<file path="config.mk">
export PLATFORM = sky130hd
export DESIGN_NAME = ram_bank_mapper
export DESIGN_NICKNAME = d
export VERILOG_FILES = /design/src/rtl/ram_map_pkg.sv /design/src/rtl/map_code_reg.sv /design/src/rtl/slot_remap.sv /design/src/rtl/strobe_steer.sv /design/src/rtl/ram_bank_mapper.sv
export SDC_FILE = /design/constraint.sdc
export NUM_CORES = 1
export LEC_CHECK = 0
export ABC_CLOCK_PERIOD_IN_PS = 2400
export BUFFER_PORTS_ARGS = -buffer_cell sky130_fd_sc_hd__buf_2
export CAP_MARGIN = 20
export CORE_AREA = 2 2 39 41
export DETAILED_ROUTE_END_ITERATION = 8
export DIE_AREA = 0 0 41 43
export GPL_TIMING_DRIVEN = 0
export SLEW_MARGIN = 15
export SYNTH_ARGS = -nofsm -noshare
export SYNTH_HDL_FRONTEND = slang
export SYNTH_HIERARCHICAL = 1
export SYNTH_SLANG_ARGS = --single-unit
</file>
<file path="constraint.sdc">
create_clock -name clk -period 2.4 [get_ports clk]
set_input_delay 0.12 -clock clk [delete_from_list [all_inputs] [get_ports clk]]
set_output_delay 0.12 -clock clk [all_outputs]
set_load 0.02 [all_outputs]
</file>
<file path="src/rtl/ram_map_pkg.sv">
package ram_map_pkg;

    localparam int CODE_W = 3;
    localparam int SLOT_W = 2;
    localparam int DATA_W = 8;
    localparam int KEY_HI = 7;
    localparam int KEY_LO = 6;

    typedef logic [CODE_W-1:0] map_code_t;
    typedef logic [SLOT_W-1:0] slot_t;

    typedef enum logic [CODE_W-1:0] {
        MAP_FLAT    = 3'd0,
        MAP_TOP_EXP = 3'd1,
        MAP_ALL_EXP = 3'd2,
        MAP_MIXED   = 3'd3
    } map_kind_e;

    typedef struct packed {
        logic  exp;
        slot_t bank;
    } slot_map_t;

    function automatic slot_map_t decode_slot(input map_code_t code, input slot_t slot);
        slot_map_t r;
        r.exp  = 1'b0;
        r.bank = slot;
        if (code[CODE_W-1]) begin
            if (slot == 2'd1) begin
                r.exp  = 1'b1;
                r.bank = code[SLOT_W-1:0];
            end
        end else begin
            case (map_kind_e'(code))
                MAP_TOP_EXP: r.exp = (slot == 2'd3);
                MAP_ALL_EXP: r.exp = 1'b1;
                MAP_MIXED: begin
                    if (slot == 2'd1) r.bank = 2'd3;
                    r.exp = (slot == 2'd3);
                end
                default: r.exp = 1'b0;
            endcase
        end
        return r;
    endfunction

endpackage

</file>
<file path="src/rtl/map_code_reg.sv">
module map_code_reg
    import ram_map_pkg::*;
(
    input  logic              clk,
    input  logic              rst,
    input  logic              io_wr,
    input  logic              cpu_a15,
    input  logic [DATA_W-1:0] data_in,
    output map_code_t         code
);

    map_code_t code_q;
    logic      write_hit;

    assign write_hit = io_wr && !cpu_a15 && data_in[KEY_HI] && data_in[KEY_LO];

    always_ff @(posedge clk) begin
        if (rst)            code_q <= '0;
        else if (write_hit) code_q <= data_in[CODE_W-1:0];
    end

    assign code = code_q;

    AST_CODE_CLEARED: assert property (@(posedge clk) rst |=> (code_q == '0));
    AST_CODE_LOADED: assert property (@(posedge clk) disable iff (rst)
        write_hit |=> (code_q == $past(data_in[CODE_W-1:0])));
    AST_CODE_KEPT: assert property (@(posedge clk) disable iff (rst)
        !write_hit |=> $stable(code_q));

endmodule

</file>
<file path="src/rtl/slot_remap.sv">
module slot_remap
    import ram_map_pkg::*;
(
    input  logic      cpu_cycle,
    input  slot_t     slot_in,
    input  map_code_t code,
    output slot_t     slot_out,
    output logic      use_exp
);

    slot_map_t sel;

    always_comb begin
        sel = decode_slot(code, slot_in);
        if (cpu_cycle) begin
            slot_out = sel.bank;
            use_exp  = sel.exp;
        end else begin
            slot_out = slot_in;
            use_exp  = 1'b0;
        end
    end

endmodule

</file>
<file path="src/rtl/strobe_steer.sv">
module strobe_steer (
    input  logic clk,
    input  logic rst,
    input  logic cas_in,
    input  logic want_exp,
    output logic cas_base,
    output logic cas_exp
);

    logic active_q;
    logic sel_q;
    logic pick_exp;

    always_ff @(posedge clk) begin
        if (rst) begin
            active_q <= 1'b0;
            sel_q    <= 1'b0;
        end else begin
            active_q <= cas_in;
            if (cas_in && !active_q) sel_q <= want_exp;
        end
    end

    assign pick_exp = active_q ? sel_q : want_exp;
    assign cas_exp  = cas_in && pick_exp;
    assign cas_base = cas_in && !pick_exp;

    AST_ONE_STROBE: assert property (@(posedge clk) disable iff (rst)
        cas_in |-> ($countones({cas_base, cas_exp}) == 1));
    AST_IDLE_QUIET: assert property (@(posedge clk) disable iff (rst)
        !cas_in |-> (!cas_base && !cas_exp));
    AST_EXP_HELD: assert property (@(posedge clk) disable iff (rst)
        cas_exp |=> (!cas_in || cas_exp));
    AST_BASE_HELD: assert property (@(posedge clk) disable iff (rst)
        cas_base |=> (!cas_in || cas_base));

endmodule

</file>
<file path="src/rtl/ram_bank_mapper.sv">
module ram_bank_mapper
    import ram_map_pkg::*;
(
    input  logic              clk,
    input  logic              rst,
    input  logic              cpu_a15,
    input  logic              cpu_a14,
    input  logic [DATA_W-1:0] data_in,
    input  logic              io_wr,
    input  logic              cpu_cycle,
    input  logic              ram_dis,
    input  logic              cas_in,
    output logic              map_a15,
    output logic              map_a14,
    output logic              cas_base,
    output logic              cas_exp
);

    map_code_t code;
    slot_t     slot_out;
    logic      use_exp;

    map_code_reg u_code (
        .clk     (clk),
        .rst     (rst),
        .io_wr   (io_wr),
        .cpu_a15 (cpu_a15),
        .data_in (data_in),
        .code    (code)
    );

    slot_remap u_remap (
        .cpu_cycle (cpu_cycle),
        .slot_in   ({cpu_a15, cpu_a14}),
        .code      (code),
        .slot_out  (slot_out),
        .use_exp   (use_exp)
    );

    strobe_steer u_steer (
        .clk      (clk),
        .rst      (rst),
        .cas_in   (cas_in),
        .want_exp (use_exp && !ram_dis),
        .cas_base (cas_base),
        .cas_exp  (cas_exp)
    );

    assign map_a15 = slot_out[1];
    assign map_a14 = slot_out[0];

    AST_VIDEO_PASS: assert property (@(posedge clk) disable iff (rst)
        !cpu_cycle |-> (map_a15 == cpu_a15 && map_a14 == cpu_a14));
    AST_VIDEO_BASE: assert property (@(posedge clk) disable iff (rst)
        (cas_in && !$past(cas_in) && !cpu_cycle) |-> !cas_exp);
    AST_DIS_BASE: assert property (@(posedge clk) disable iff (rst)
        (cas_in && !$past(cas_in) && ram_dis) |-> !cas_exp);

endmodule

</file>
Word level (Yosys, flattened, before mapping)
Cells that the tools add are included.
- register bits: 5
- input bits: 16
- output and inout port bits: 4
- word-level logic and storage cells: 28
- equal/unequal tests: 5
- multiplexer cells: 8
- reductions and logical operators: 12
- operator list (cell ; count):
    logical AND 1 bit ; 7
    == test 3 x 2 -> 1 bit (second input constant) ; 2
    2-to-1 mux 2 bit ; 3
    2-to-1 mux 3 bit ; 2
    zero test 1 bit ; 4
    == test 3 x 1 -> 1 bit (second input constant) ; 1
    == test 2 x 1 -> 1 bit (second input constant) ; 1
    == test 2 bit (second input constant) ; 1
    2-to-1 mux 1 bit ; 2
    case mux 1 bit (2 select lines) ; 1
    OR reduction 2 bit ; 1

Logic depth before layout (Yosys ltp)
Gate-level depths: netlist of the first run.
- word-level depth: 9
- mapped depth: 5
- mapped depth without buffers: 5

Modules after synthesis
Netlist of the first run, hierarchy kept.
- by module, submodules not included (module ; instances ; cells an instance ; area each (µm²) ; sequential area each (µm²)):
    map_code_reg ; 1 ; 14 ; 148.9 ; 60.1
    strobe_steer ; 1 ; 10 ; 105.1 ; 40.0
    slot_remap ; 1 ; 9 ; 63.8 ; 0.0
    ram_bank_mapper ; 1 ; 1 ; 13.8 ; 0.0

Worst setup path after synthesis of the first run
OpenSTA, ideal clock, no wires.
- path type: flip-flop to output port
- start point: register u_code.code_q[0] (netlist: u_code/code[0])
- end point: output port cas_exp
- data arrival time: 1.378 ns
- required time: 2.280 ns
- setup slack: 0.902 ns
- cell stages (with the launch flop): 6
- path buffers: 0
- cell sequence: dfxtp_1 -> or3b_1 -> a31oi_1 -> nor2b_4 -> mux2i_1 -> nor2b_1
- cells in the longest elaborated chain, start to end: 8
- elaborated cells between the ends (all ways): 10
- those cells by class: eq/ne (3); mux (4); reduce/logical (3)
- ends and longest elaborated chain (item ; line ; source):
    start: declaration ; map_code_reg.sv:12 ; map_code_t code_q;
    start signal: assignment ; map_code_reg.sv:19 ; else if (write_hit) code_q <= data_in[CODE_W-1:0];
    == test 3 x 1 -> 1 bit / == test 3 x 2 -> 1 bit (equally long branches) ; ram_map_pkg.sv:34 ; case (map_kind_e'(code))
    OR reduction 2 bit (no line) ; - ;
    case mux 1 bit (2 select lines) (*) ; ram_map_pkg.sv:34 ;
    2-to-1 mux 3 bit (*) ; ram_map_pkg.sv:28 ; if (code[CODE_W-1]) begin
    2-to-1 mux 1 bit (*) ; slot_remap.sv:15 ; if (cpu_cycle) begin
    via use_exp ; ram_bank_mapper.sv:21 ; logic use_exp;
    logical AND 1 bit (*) ; ram_bank_mapper.sv:44 ; .want_exp (use_exp && !ram_dis),
    2-to-1 mux 1 bit (*) ; strobe_steer.sv:24 ; assign pick_exp = active_q ? sel_q : want_exp;
    logical AND 1 bit (*) ; strobe_steer.sv:25 ; assign cas_exp = cas_in && pick_exp;
    end: declaration ; ram_bank_mapper.sv:16 ; output logic cas_exp
Mark *: on every way through the listed nets, which the timed path passes. The rest lies on a longest branch.

Worst setup path in the final report of the first run
- start point: register u_code.code_q[0] (netlist: u_code/code[0])
- end point: output port cas_base
- cells in the longest elaborated chain, start to end: 9
- elaborated cells between the ends (all ways): 11
- those cells by class: eq/ne (3); mux (4); reduce/logical (4)
- ends and longest elaborated chain (item ; line ; source):
    == test 3 x 1 -> 1 bit / == test 3 x 2 -> 1 bit (equally long branches) ; ram_map_pkg.sv:34 ;
    OR reduction 2 bit (no line) ; - ;
    case mux 1 bit (2 select lines) (*) ; ram_map_pkg.sv:34 ;
    2-to-1 mux 3 bit (*) ; ram_map_pkg.sv:28 ;
    2-to-1 mux 1 bit (*) ; slot_remap.sv:15 ;
    via use_exp ; ram_bank_mapper.sv:21 ;
    logical AND 1 bit (*) ; ram_bank_mapper.sv:44 ;
    2-to-1 mux 1 bit (*) ; strobe_steer.sv:24 ;
    zero test 1 bit (*) ; strobe_steer.sv:26 ; assign cas_base = cas_in && !pick_exp;
    logical AND 1 bit (*) ; strobe_steer.sv:26 ;
    end: declaration ; ram_bank_mapper.sv:15 ; output logic cas_base,
Marks and branches as above.

==> summary.md, run 1 <==
| Metric | Value |
|---|---|
| Crit Path Class | reg2out |
| IR drop worst, VDD | 0.156 mV |
| DRT iter0 DRCs | 2 |
| Final Wtd Congestion | 0.605 |
| Pleak | 0.000189 uW |
| Fillers | 158 |
| HP Class | in2reg |
| Status | complete, no violations |
| Top cells by area in the synthesized netlist | dfxtp_1 (30%), nand2b_1 (13%), mux2i_1 (12%), nor2b_4 (4.2%), nor2b_1 (3.8%) |
| CORE AREA | 1380 um^2 |
| Antenna violations before repair | 0 |
| DP HPWL | 517 um |
| Area grow syn2layout | 38.1% |
| Largest net degree at the start of global routing | 10 |
| Final Skew | 0.00550 ns |
| Initial Util | 0.240 |
| Vias/cell | 4.40 |
| Max FO, Critical Path | 5 |
| Final slew viol count | 0 |
| Cells after synthesis | 34 |
| Pwr per Cell Area | 468 nW/um^2 |
| CTS buffer count | 3 |
| Die footprint | 1760 um^2 |
| Normalized max-slew margin | 0.882 |
| Post-Place Cells | 66 |
| Layout cells sized above 1 | 0.444 |
| Hold Fails Final Rpt | 0 |
| H-tree depth | 1 |
| Die Height | 43 um |
| Clock Sinks | 5 |
| #FFs+latches synth | 5 |
| Post-Syn Area | 332 um^2 |
| Syn nets | 50 |
| Minimum clock period | 1.81 ns |
| Row count | 14 |
| Multi-input gate area | 216 um^2 |
| Fin crit share | 0.753 |
| Global-route wire length before repair | 945 um |
| Antenna viol nets, final | 0 |
| Worst-Skew Late Latency | 0.24 ns |
| RSZ-0062 raised after global routing | no |
| I/O Pins | 20 |
| Fin util | 0.331 |
| CTS root buf | clkbuf_4 |
| Worst hold slack | 0.140 ns |
| Max cap viols | 0 |
| Synth Warn # | 6 |
| Seq. cell area | 100 um^2 |
| Nets | 71 |
| Vias | 308 |
| Arrival time at the worst endpoint | 1.69 ns |
| Flop-to-flop setup slack | 1.08 ns |
| Vias in the first global route | 272 |
| Clk slew on worst S/H paths | 0.04 ns |
| Critical Path End Type | primary output |
| Die Span X | 41 um |
| Routed wire per std cell | 8.99 um |
| CP required | 2.28 ns |
| Detailed-route wire length | 629 um |
| Non-Filler Instances | 70 |
| Cell taking the most area after synthesis | dfxtp_1 |
| # DRC | 0 |
| Synth top area share | 0.302 |
| Setup Viol. Count Final | 0 |
| Post-synth cell types | 20 |
| CTS Buffer Depth | 2 |
| Crit start category | flip-flop |
| Remaining Overflow, GRT | 0 |
| Setup Buffers After CTS | 0 |
| Drt first pass iters | 4 |
| Hold_buf cts | 0 |
| FMAX | 553 MHz |
| N_diodes | 0 |
| Setup TNS | 0 ns |
| I/O Buffers | 16 |
| Sequential share of the synthesized area | 0.302 |
| Syn avg cell area | 9.75 um^2 |
| All-Layer GR Usage | 0.0823 |
| CTS tree | done |
| Worst Tran Pin Value | 0.171 ns |
| CTS resizes | 0 |
==> cell usage after synthesis, drive strengths merged <==
library cell	n
nand2b	7
dfxtp	5
mux2i	4
nor2b	3
a31oi	1
and2	1
and2b	1
and4b	1
buf	1
inv	1
nand2	1
nand3b	1
nand4b	1
nand4bb	1
o2111ai	1
o21ai	1
o31a	1
or2b	1
or3b	1
==> critical path, stage by stage, from the launching register on <==
cell	delay, ns
dfxtp_1	0.34
or3b_1	0.39
a31oi_1	0.17
nor2b_4	0.17
mux2i_1	0.08
and2_1	0.15
buf_2	0.15
==> layout make-up <==
cell class,instances,area share
sequential,5,0.219
buffer,1,0.0246
clock buffer,4,0.0574
tap,16,0.0437
timing repair buffer,16,0.175
multi-input combinational,27,0.473
inverter,1,0.00820
==> kinds of logic after synthesis <==
family                 synth area share
DFF                               0.302
muxes                             0.121
and+or+nand+nor                   0.430
buffers and inverters            0.0453
AOI/OAI and AO/OA                 0.102
==> layer usage <==
layer | track usage | routed length [um]
met1 | 0.0836 | 278
met2 | 0.119 | 297
met3 | 0.0471 | 53
met4 | 0.0600 | 0
met5 | 0 | 0
==> per-stage QoR <==
step	power, uW	area (um^2)	setup WS (ns)
6_report	214	458	0.593
5_1_grt	230	458	0.491
4_1_cts	219	458	0.569
3_5_place_dp	122	432	0.825
3_3_place_gp	122	432	0.853
2_1_floorplan	105	332	0.902
==> final timing paths <==
kind | to | cells after the start | start
setup / recovery | cas_base | 6 | u_code/code[0]$_SDFFE_PP0P_
hold / removal | u_steer/active_q$_SDFF_PP0_ | 2 | rst
setup reg to reg | u_steer/sel_q$_SDFFE_PP0P_ | 5 | u_code/code[0]$_SDFFE_PP0P_
hold reg to reg | u_code/code[1]$_SDFFE_PP0P_ | 2 | u_code/code[1]$_SDFFE_PP0P_
==> registers in the layout, indices dropped and copies added, names as in the netlist <==
name and cells:
u_steer/active_q 1, u_code/code 3, u_steer/sel_q 1
==> power breakdown <==
| group | total [uW] | switching [uW] | internal, uW | leakage [uW] |
|---|---|---|---|---|
| combinational | 33.3 | 14.9 | 18.4 | 0.000134 |
| sequential | 87.4 | 1.88 | 85.5 | 0.0000407 |
| clock | 93.8 | 31.1 | 62.7 | 0.0000150 |
==> placed cells by master, fill, tap and decap left out <==
cell / netlist / routed
o21ai_2: 1 / 1
nor2b_1: 2 / 2
nand2b_1: 7 / 7
nor2b_4: 1 / 1
clkbuf_1: 0 / 1
nand4b_1: 1 / 1
and2_1: 1 / 1
o2111ai_1: 1 / 1
clkbuf_4: 0 / 3
buf_6: 1 / 1
or2b_1: 1 / 1
nand2_1: 1 / 1
nand3b_1: 1 / 1
mux2i_1: 4 / 4
or3b_1: 1 / 1
a31oi_1: 1 / 1
and2b_2: 1 / 1
and4b_1: 1 / 1
buf_2: 0 / 16
nand4bb_1: 1 / 1
o31a_2: 1 / 1
dfxtp_1: 5 / 5
inv_1: 1 / 1
No activity file was read; power rests on OpenSTA's default activity.
==> inputs of run 2 (changes only) <==
ABC_CLOCK_PERIOD_IN_PS = 1600   (was 2400)
clock period = 1.6 ns   (was 2.4 ns; I/O delays follow)
==> run 2 against run 1 <==
Against the previous run:
- the run now ends with setup timing left
- count of clock-buffer cells in the layout is the same
- critical endpoint unchanged
- sequential cell count is the same
- worst hold slack lost 0.045 ns
- largest power group unchanged
- global-route usage grew 0.10 points
- utilization grew 2.0 points
- routed wire length grew 3.0%
==> summary.md, run 2 (synthesis results as in run 1) <==
| Metric | Value |
|---|---|
| Status | complete, but fails checks (was complete, no violations) |
| Failing checks | setup timing |
| Row count | 14 (unchanged) |
| Final slew viol count | 0 (unchanged) |
| All-Layer GR Usage | 0.0833 (was 0.0823) |
| Worst hold slack | 0.0953 ns (was 0.140 ns) |
| Antenna viol nets, final | 0 (unchanged) |
| Vias in the first global route | 282 (was 272) |
| DR WL met3 | 50 um (was 53 um) |
| Die Span X | 41 um (unchanged) |
| HP Class | in2reg (unchanged) |
| Largest net degree at the start of global routing | 10 (unchanged) |
| Max cap viols | 0 (unchanged) |
| Non-Filler Instances | 72 (was 70) |
| Clock group share of total power | 0.431 (was 0.437) |
| Normalized max-slew margin | 0.885 (was 0.882) |
| DRT iter0 DRCs | 1 (was 2) |
| RSZ-0062 raised after global routing | yes (was no) |
| Nets | 73 (was 71) |
| Area grow syn2layout | 46.4% (was 38.1%) |
| CTS tree | done (unchanged) |
| CP required | 1.52 ns (was 2.28 ns) |
| Setup Viol. Count Final | 2 (was 0) |
| Met2 Wirelength | 308 um (was 297 um) |
| Pleak | 0.000203 uW (was 0.000189 uW) |
| Remaining Overflow, GRT | 0 (unchanged) |
| Max FO, Critical Path | 3 (was 5) |
| Worst Path Buf+Inv | 1 (unchanged) |
| Setup ws final | -0.0649 ns (was 0.593 ns) |
| Vias/cell | 4.35 (was 4.40) |
| Seq pwr share | 0.402 (was 0.407) |
| Crit-path cells | or3b_1 > a31oi_1 > nor2b_4 > mux2i_1 > and2_1 > buf_6 (was or3b_1 > a31oi_1 > nor2b_4 > mux2i_1 > and2_1 > buf_2) |
| Post-Place Cells | 66 (unchanged) |
| Detailed-route wire length | 648 um (was 629 um) |
| Switching power total | 71.6 uW (was 47.9 uW) |
| Pwr Total | 325 uW (was 214 uW) |
| Global-route wire length before repair | 959 um (was 945 um) |
| CTS Buffer Depth | 2 (unchanged) |
| Die Height | 43 um (unchanged) |
| Net Sw Frac | 0.221 (was 0.223) |
| Most common cell after layout, fill and taps aside | buf_2 (unchanged) |
| Arrival time at the worst endpoint | 1.58 ns (was 1.69 ns) |
| Layout cells sized above 1 | 0.518 (was 0.444) |
| Worst path slowest cell | or3b_1 (unchanged) |
| Most frequent cells in the layout | buf_2 (14), nand2b_1 (7), mux2i_1 (4) (was buf_2 (16), nand2b_1 (7), dfxtp_1 (5)) |
| I/O Pins | 20 (unchanged) |
| Post-route cell area | 485 um^2 (was 458 um^2) |
| Fillers | 161 (was 158) |
| Fin crit share | 1.04 |
| Worst-Skew Late Latency | 0.24 ns (about the same) |
| CTS buffer count | 3 (unchanged) |
| Clk slew on worst S/H paths | 0.04 ns (about the same) |
| DP HPWL | 517 um (unchanged) |
| M1 wire length | 289 um (was 278 um) |
| Antenna violations before repair | 0 (unchanged) |
| # DRC | 0 (unchanged) |
| Critical Path End Type | primary output (unchanged) |
| Initial Util | 0.240 (unchanged) |
| Placed inst area | 432 um^2 (unchanged) |
| Pwr per Cell Area | 669 nW/um^2 (was 468 nW/um^2) |
| FMAX | 601 MHz |
| CORE AREA | 1380 um^2 (unchanged) |
| CP peak stage delay | 0.37 ns (was 0.39 ns) |
| Drt first pass iters | 4 (unchanged) |
| Routed wire per std cell | 9.00 um (was 8.99 um) |
| Setup TNS | -0.109 ns (was 0 ns) |
| N_diodes | 0 (unchanged) |
| CTS root buf | clkbuf_4 (unchanged) |
| Crit start category | flip-flop (unchanged) |
| IR drop worst, VDD | 0.235 mV (was 0.156 mV) |
| Vias | 313 (was 308) |
| Final Wtd Congestion | 0.605 (unchanged) |
| Hold_buf cts | 0 (unchanged) |
| I/O Buffers | 16 (unchanged) |
| Max reg flops | 3 (unchanged) |
| Worst Tran Pin Value | 0.168 ns (was 0.171 ns) |
| Minimum clock period | 1.66 ns |
| Crit Path Class | reg2out (unchanged) |
| Cell-internal power | 253 uW (was 167 uW) |
| Gate power share | 0.167 (was 0.155) |
| Top Family by Delay on Critical Path | simple AND/OR/NAND/NOR gates (unchanged) |
| Final Skew | 0.00442 ns (was 0.00550 ns) |
| Hold Fails Final Rpt | 0 (unchanged) |
| Clock Sinks | 5 (unchanged) |
| H-tree depth | 1 (unchanged) |
| Die footprint | 1760 um^2 (unchanged) |
| Max layer used | met3 (unchanged) |
run 2: per-layer routing:
layer	GRT usage	vias up
li1	-	164
met1	0.0772	140
met2	0.128	9
met3	0.0471	0
met4	0.0600	0
met5	0	-
run 2: area by class of cell:
| type | count | area, um^2 | share of cell area |
|---|---|---|---|
| inverter | 1 | 3.75 | 0.00773 |
| tap | 16 | 20.0 | 0.0412 |
| timing repair buffer | 18 | 104 | 0.214 |
| sequential | 5 | 104 | 0.214 |
| buffer | 1 | 11.3 | 0.0232 |
| clock buffer | 4 | 26.3 | 0.0541 |
| multi-input combinational | 27 | 216 | 0.446 |
run 2: worst paths after layout:
path	start	to	slack, ns	cells after the start
worst max-delay path	u_code/code[2]$_SDFFE_PP0P_	cas_base	-0.06	6
worst min-delay path	rst	u_steer/active_q$_SDFF_PP0_	0.1	2
worst max register to register	u_code/code[2]$_SDFFE_PP0P_	u_steer/sel_q$_SDFFE_PP0P_	0.36	5
worst min register to register	u_code/code[1]$_SDFFE_PP0P_	u_code/code[1]$_SDFFE_PP0P_	0.48	2
run 2: what timing repair did:
item	in CTS	in global routing
gates resized for setup	6	0
pin swaps	3	0
setup endpoints to repair	2	2
buffers inserted	2	0
run 2: power groups by stage:
stage | registers [uW] | clock network [uW] | logic (uW)
finish | 131 | 140 | 54.3
global route | 131 | 160 | 58.8
CTS | 131 | 147 | 54.9
detailed placement | 133 | 0 | 50.4
global placement | 133 | 0 | 49.9
floorplan | 133 | 0 | 25.3
run 2: worst reg2reg max path, cell delays in order (launching register included):
cell	delay (ns)
dfxtp_2	0.32
or3b_1	0.37
a31oi_1	0.14
nor2b_4	0.17
nand4bb_1	0.12
o21ai_2	0.07
run 2: stage by stage:
stage                     utilization  setup slack [ns]
after floorplan                     -             0.142
after global placement          0.312            0.0934
after detailed placement        0.312            0.0653
after CTS                       0.351           -0.0986
after global routing            0.351            -0.189
final                           0.351           -0.0649
==> inputs of run 3 (changes only) <==
SYNTH_HIERARCHICAL = default   (was 1)
==> run 3 against run 2 <==
Against the previous run:
- the run now ends clean
- worst hold slack worse by 0.034 ns
- sequential power about the same
- maximum frequency up 12%
- critical path depth down 1
- sequential share of layout area up 5.0 points
- utilization down 7.3 points
- cell area down 21%
==> summary.md, run 3 <==
| Metric | Value |
|---|---|
| H-tree depth | 1 (unchanged) |
| Flop-to-flop setup slack | 0.52 ns (was 0.36 ns) |
| IR drop worst, VDD | 0.390 mV (was 0.235 mV) |
| Setup Viol. Count Final | 0 (was 2) |
| Global-route wire length before repair | 807 um (was 959 um) |
| Largest net degree at the start of global routing | 6 (was 10) |
| Post-Syn Area | 256 um^2 (was 332 um^2) |
| Cells after synthesis | 30 (was 34) |
| Max reg flops | 3 (unchanged) |
| CTS Buffer Depth | 2 (unchanged) |
| Worst-Skew Late Latency | 0.24 ns (about the same) |
| Most frequent cells in the layout | buf_2 (16), nor2_1 (5), dfxtp_1 (4) (was buf_2 (14), nand2b_1 (7), mux2i_1 (4)) |
| Max cap viols | 0 (unchanged) |
| CTS buffer count | 3 (unchanged) |
| Setup ws final | 0.110 ns (was -0.0649 ns) |
| Setup Buffers After CTS | 0 (was 2) |
| Cell-internal power | 243 uW (was 253 uW) |
| Number of flops mapped to enable cells by yosys | 0 (unchanged) |
| DRT iter0 DRCs | 2 (was 1) |
| Syn nets | 46 (was 50) |
| Nets | 67 (was 73) |
| FMAX | 671 MHz (was 601 MHz) |
| Synth Warn # | 0 (was 6) |
| Layout cells sized above 1 | 0.420 (was 0.518) |
| Final Wtd Congestion | 0.647 (was 0.605) |
| Row count | 14 (unchanged) |
| Setup TNS | 0 ns (was -0.109 ns) |
| Die Height | 43 um (unchanged) |
| Fin crit share | 0.931 (was 1.04) |
| N_diodes | 0 (unchanged) |
| Main synth FF type | dfxtp_1 (unchanged) |
| Post-Place Worst Slack | 0.318 ns (was 0.0653 ns) |
| Cell taking the most area after synthesis | dfxtp_1 (unchanged) |
| Syn avg cell area | 8.55 um^2 (was 9.75 um^2) |
| Hold Fails Final Rpt | 0 (unchanged) |
| Switching power total | 72.7 uW (was 71.6 uW) |
| Max FO, Critical Path | 3 (unchanged) |
| All-Layer GR Usage | 0.0754 (was 0.0833) |
| Pwr per Cell Area | 823 nW/um^2 (was 669 nW/um^2) |
| # DRC | 0 (unchanged) |
| Normalized max-slew margin | 0.847 (was 0.885) |
| CORE AREA | 1380 um^2 (unchanged) |
| Clk slew on worst S/H paths | 0.04 ns (about the same) |
| Status | complete, no violations (was complete, but fails checks) |
| Gate power share | 0.133 (was 0.167) |
| I/O Buffers | 16 (unchanged) |
| Worst Tran Pin Value | 0.228 ns (was 0.168 ns) |
| Routed wire per std cell | 8.74 um (was 9.00 um) |
| Fraction of registers with async set/reset | 0 (unchanged) |
| Most common cell after layout, fill and taps aside | buf_2 (unchanged) |
| Post-synth cell types | 16 (was 20) |
| Pwr Total | 316 uW (was 325 uW) |
| HP Class | in2reg (unchanged) |
| Hold_buf cts | 0 (unchanged) |
| CP required | 1.52 ns (about the same) |
| Antenna viol nets, final | 0 (unchanged) |
| Remaining Overflow, GRT | 0 (unchanged) |
| Vias | 286 (was 313) |
| Sequential share of the synthesized area | 0.390 (was 0.302) |
| Die Span X | 41 um (unchanged) |
| Clock Sinks | 5 (unchanged) |
| Vias/cell | 4.33 (was 4.35) |
| Drt first pass iters | 2 (was 4) |
| Minimum clock period | 1.49 ns (was 1.66 ns) |
| Pleak | 0.000202 uW (was 0.000203 uW) |
| Top cells by area in the synthesized netlist | dfxtp_1 (39%), mux2i_1 (12%), nor2_1 (7.3%), and4bb_2 (4.9%), nand2b_1 (4.9%) (was dfxtp_1 (30%), nand2b_1 (13%), mux2i_1 (12%), nor2b_4 (4.2%), nor2b_1 (3.8%)) |
| Fillers | 158 (was 161) |
| DP HPWL | 475 um (was 517 um) |
| Commonest cells post-synth | dfxtp_1 (5), nor2_1 (5), inv_1 (3), mux2i_1 (3) (was nand2b_1 (7), dfxtp_1 (5), mux2i_1 (4), nor2b_1 (2)) |
| CTS resizes | 0 (was 6) |
| Critical Path End Type | primary output (unchanged) |
| Net Sw Frac | 0.230 (was 0.221) |
| Area grow syn2layout | 49.8% (was 46.4%) |
| Seq pwr share | 0.414 (was 0.402) |
| Arrival time at the worst endpoint | 1.41 ns (was 1.58 ns) |
| Clock group share of total power | 0.454 (was 0.431) |
| Crit Path Class | reg2out (unchanged) |
| Detailed-route wire length | 577 um (was 648 um) |
| I/O Pins | 20 (unchanged) |
| #FFs+latches synth | 5 (unchanged) |
| Final slew viol count | 0 (unchanged) |
| Vias in the first global route | 214 (was 282) |
| Synth top area share | 0.390 (was 0.302) |
| Crit start category | flip-flop (unchanged) |
| CTS root buf | clkbuf_4 (unchanged) |
| Final Skew | 0.00139 ns (was 0.00442 ns) |
| CTS tree | done (unchanged) |
| Die footprint | 1760 um^2 (unchanged) |
| Antenna violations before repair | 0 (unchanged) |
| RSZ-0062 raised after global routing | no (was yes) |
| Initial Util | 0.185 (was 0.240) |
[run 3: cell count changes after synthesis, moves of 2 or more]
cell      previous run  this run
inv_1                1         3
nand2b_1             7         2
nor2_1               0         5
o21ai_0              0         2
[run 3: power groups by stage]
stage | Combinational, uW | Sequential [uW] | Clock [uW]
after global placement | 41.8 | 133 | 0
after global routing | 46.9 | 131 | 161
after floorplan | 18.9 | 132 | 0
after CTS | 42.6 | 131 | 152
final | 41.9 | 131 | 143
after detailed placement | 42.3 | 133 | 0
[run 3: worst paths after layout]
kind | start | end | cells after the start
max | u_code.code[1]$_SDFFE_PP0P_ | cas_base | 5
min | rst | u_code.code[0]$_SDFFE_PP0P_ | 2
max reg2reg | u_code.code[1]$_SDFFE_PP0P_ | u_steer.sel_q$_SDFFE_PP0P_ | 4
min reg2reg | u_steer.sel_q$_SDFFE_PP0P_ | u_steer.sel_q$_SDFFE_PP0P_ | 2
[run 3: logic make-up after synthesis]
kind of cell / count (synthesis) / share of synthesized area
mux: 3 / 0.117
buf+inv: 3 / 0.0439
simple gates: 13 / 0.293
compound gates: 6 / 0.156
flops: 5 / 0.390
[run 3: worst max-delay path: stages (launching register included)]
cell	delay [ns]
dfxtp_1	0.31
nor2b_1	0.13
a311o_1	0.31
nand4_1	0.11
and3_1	0.16
buf_2	0.15
[run 3: stage by stage]
stage          utilization  hold WS [ns]  instances  area, um^2
2_1_floorplan            -         0.152         30         256
3_3_place_gp         0.258         0.314         62         357
3_5_place_dp         0.258         0.320         62         357
4_1_cts              0.277        0.0610         66         383
5_1_grt              0.278        0.0708         66         384
6_report             0.278        0.0611         66         384
[run 3: routing by layer]
metal  track usage  routed length (um)
met5             0                   0
met4        0.0600                   0
met3        0.0471                  35
met2        0.0969                 283
met1        0.0839                 258
[run 3: final cells by class]
type	count	area [um^2]	area share
clock buffer	4	26.3	0.0684
inverter	3	11.3	0.0293
multi-input combinational	22	145	0.378
sequential	5	101	0.264
tap	16	20.0	0.0521
timing repair buffer	16	80.1	0.208
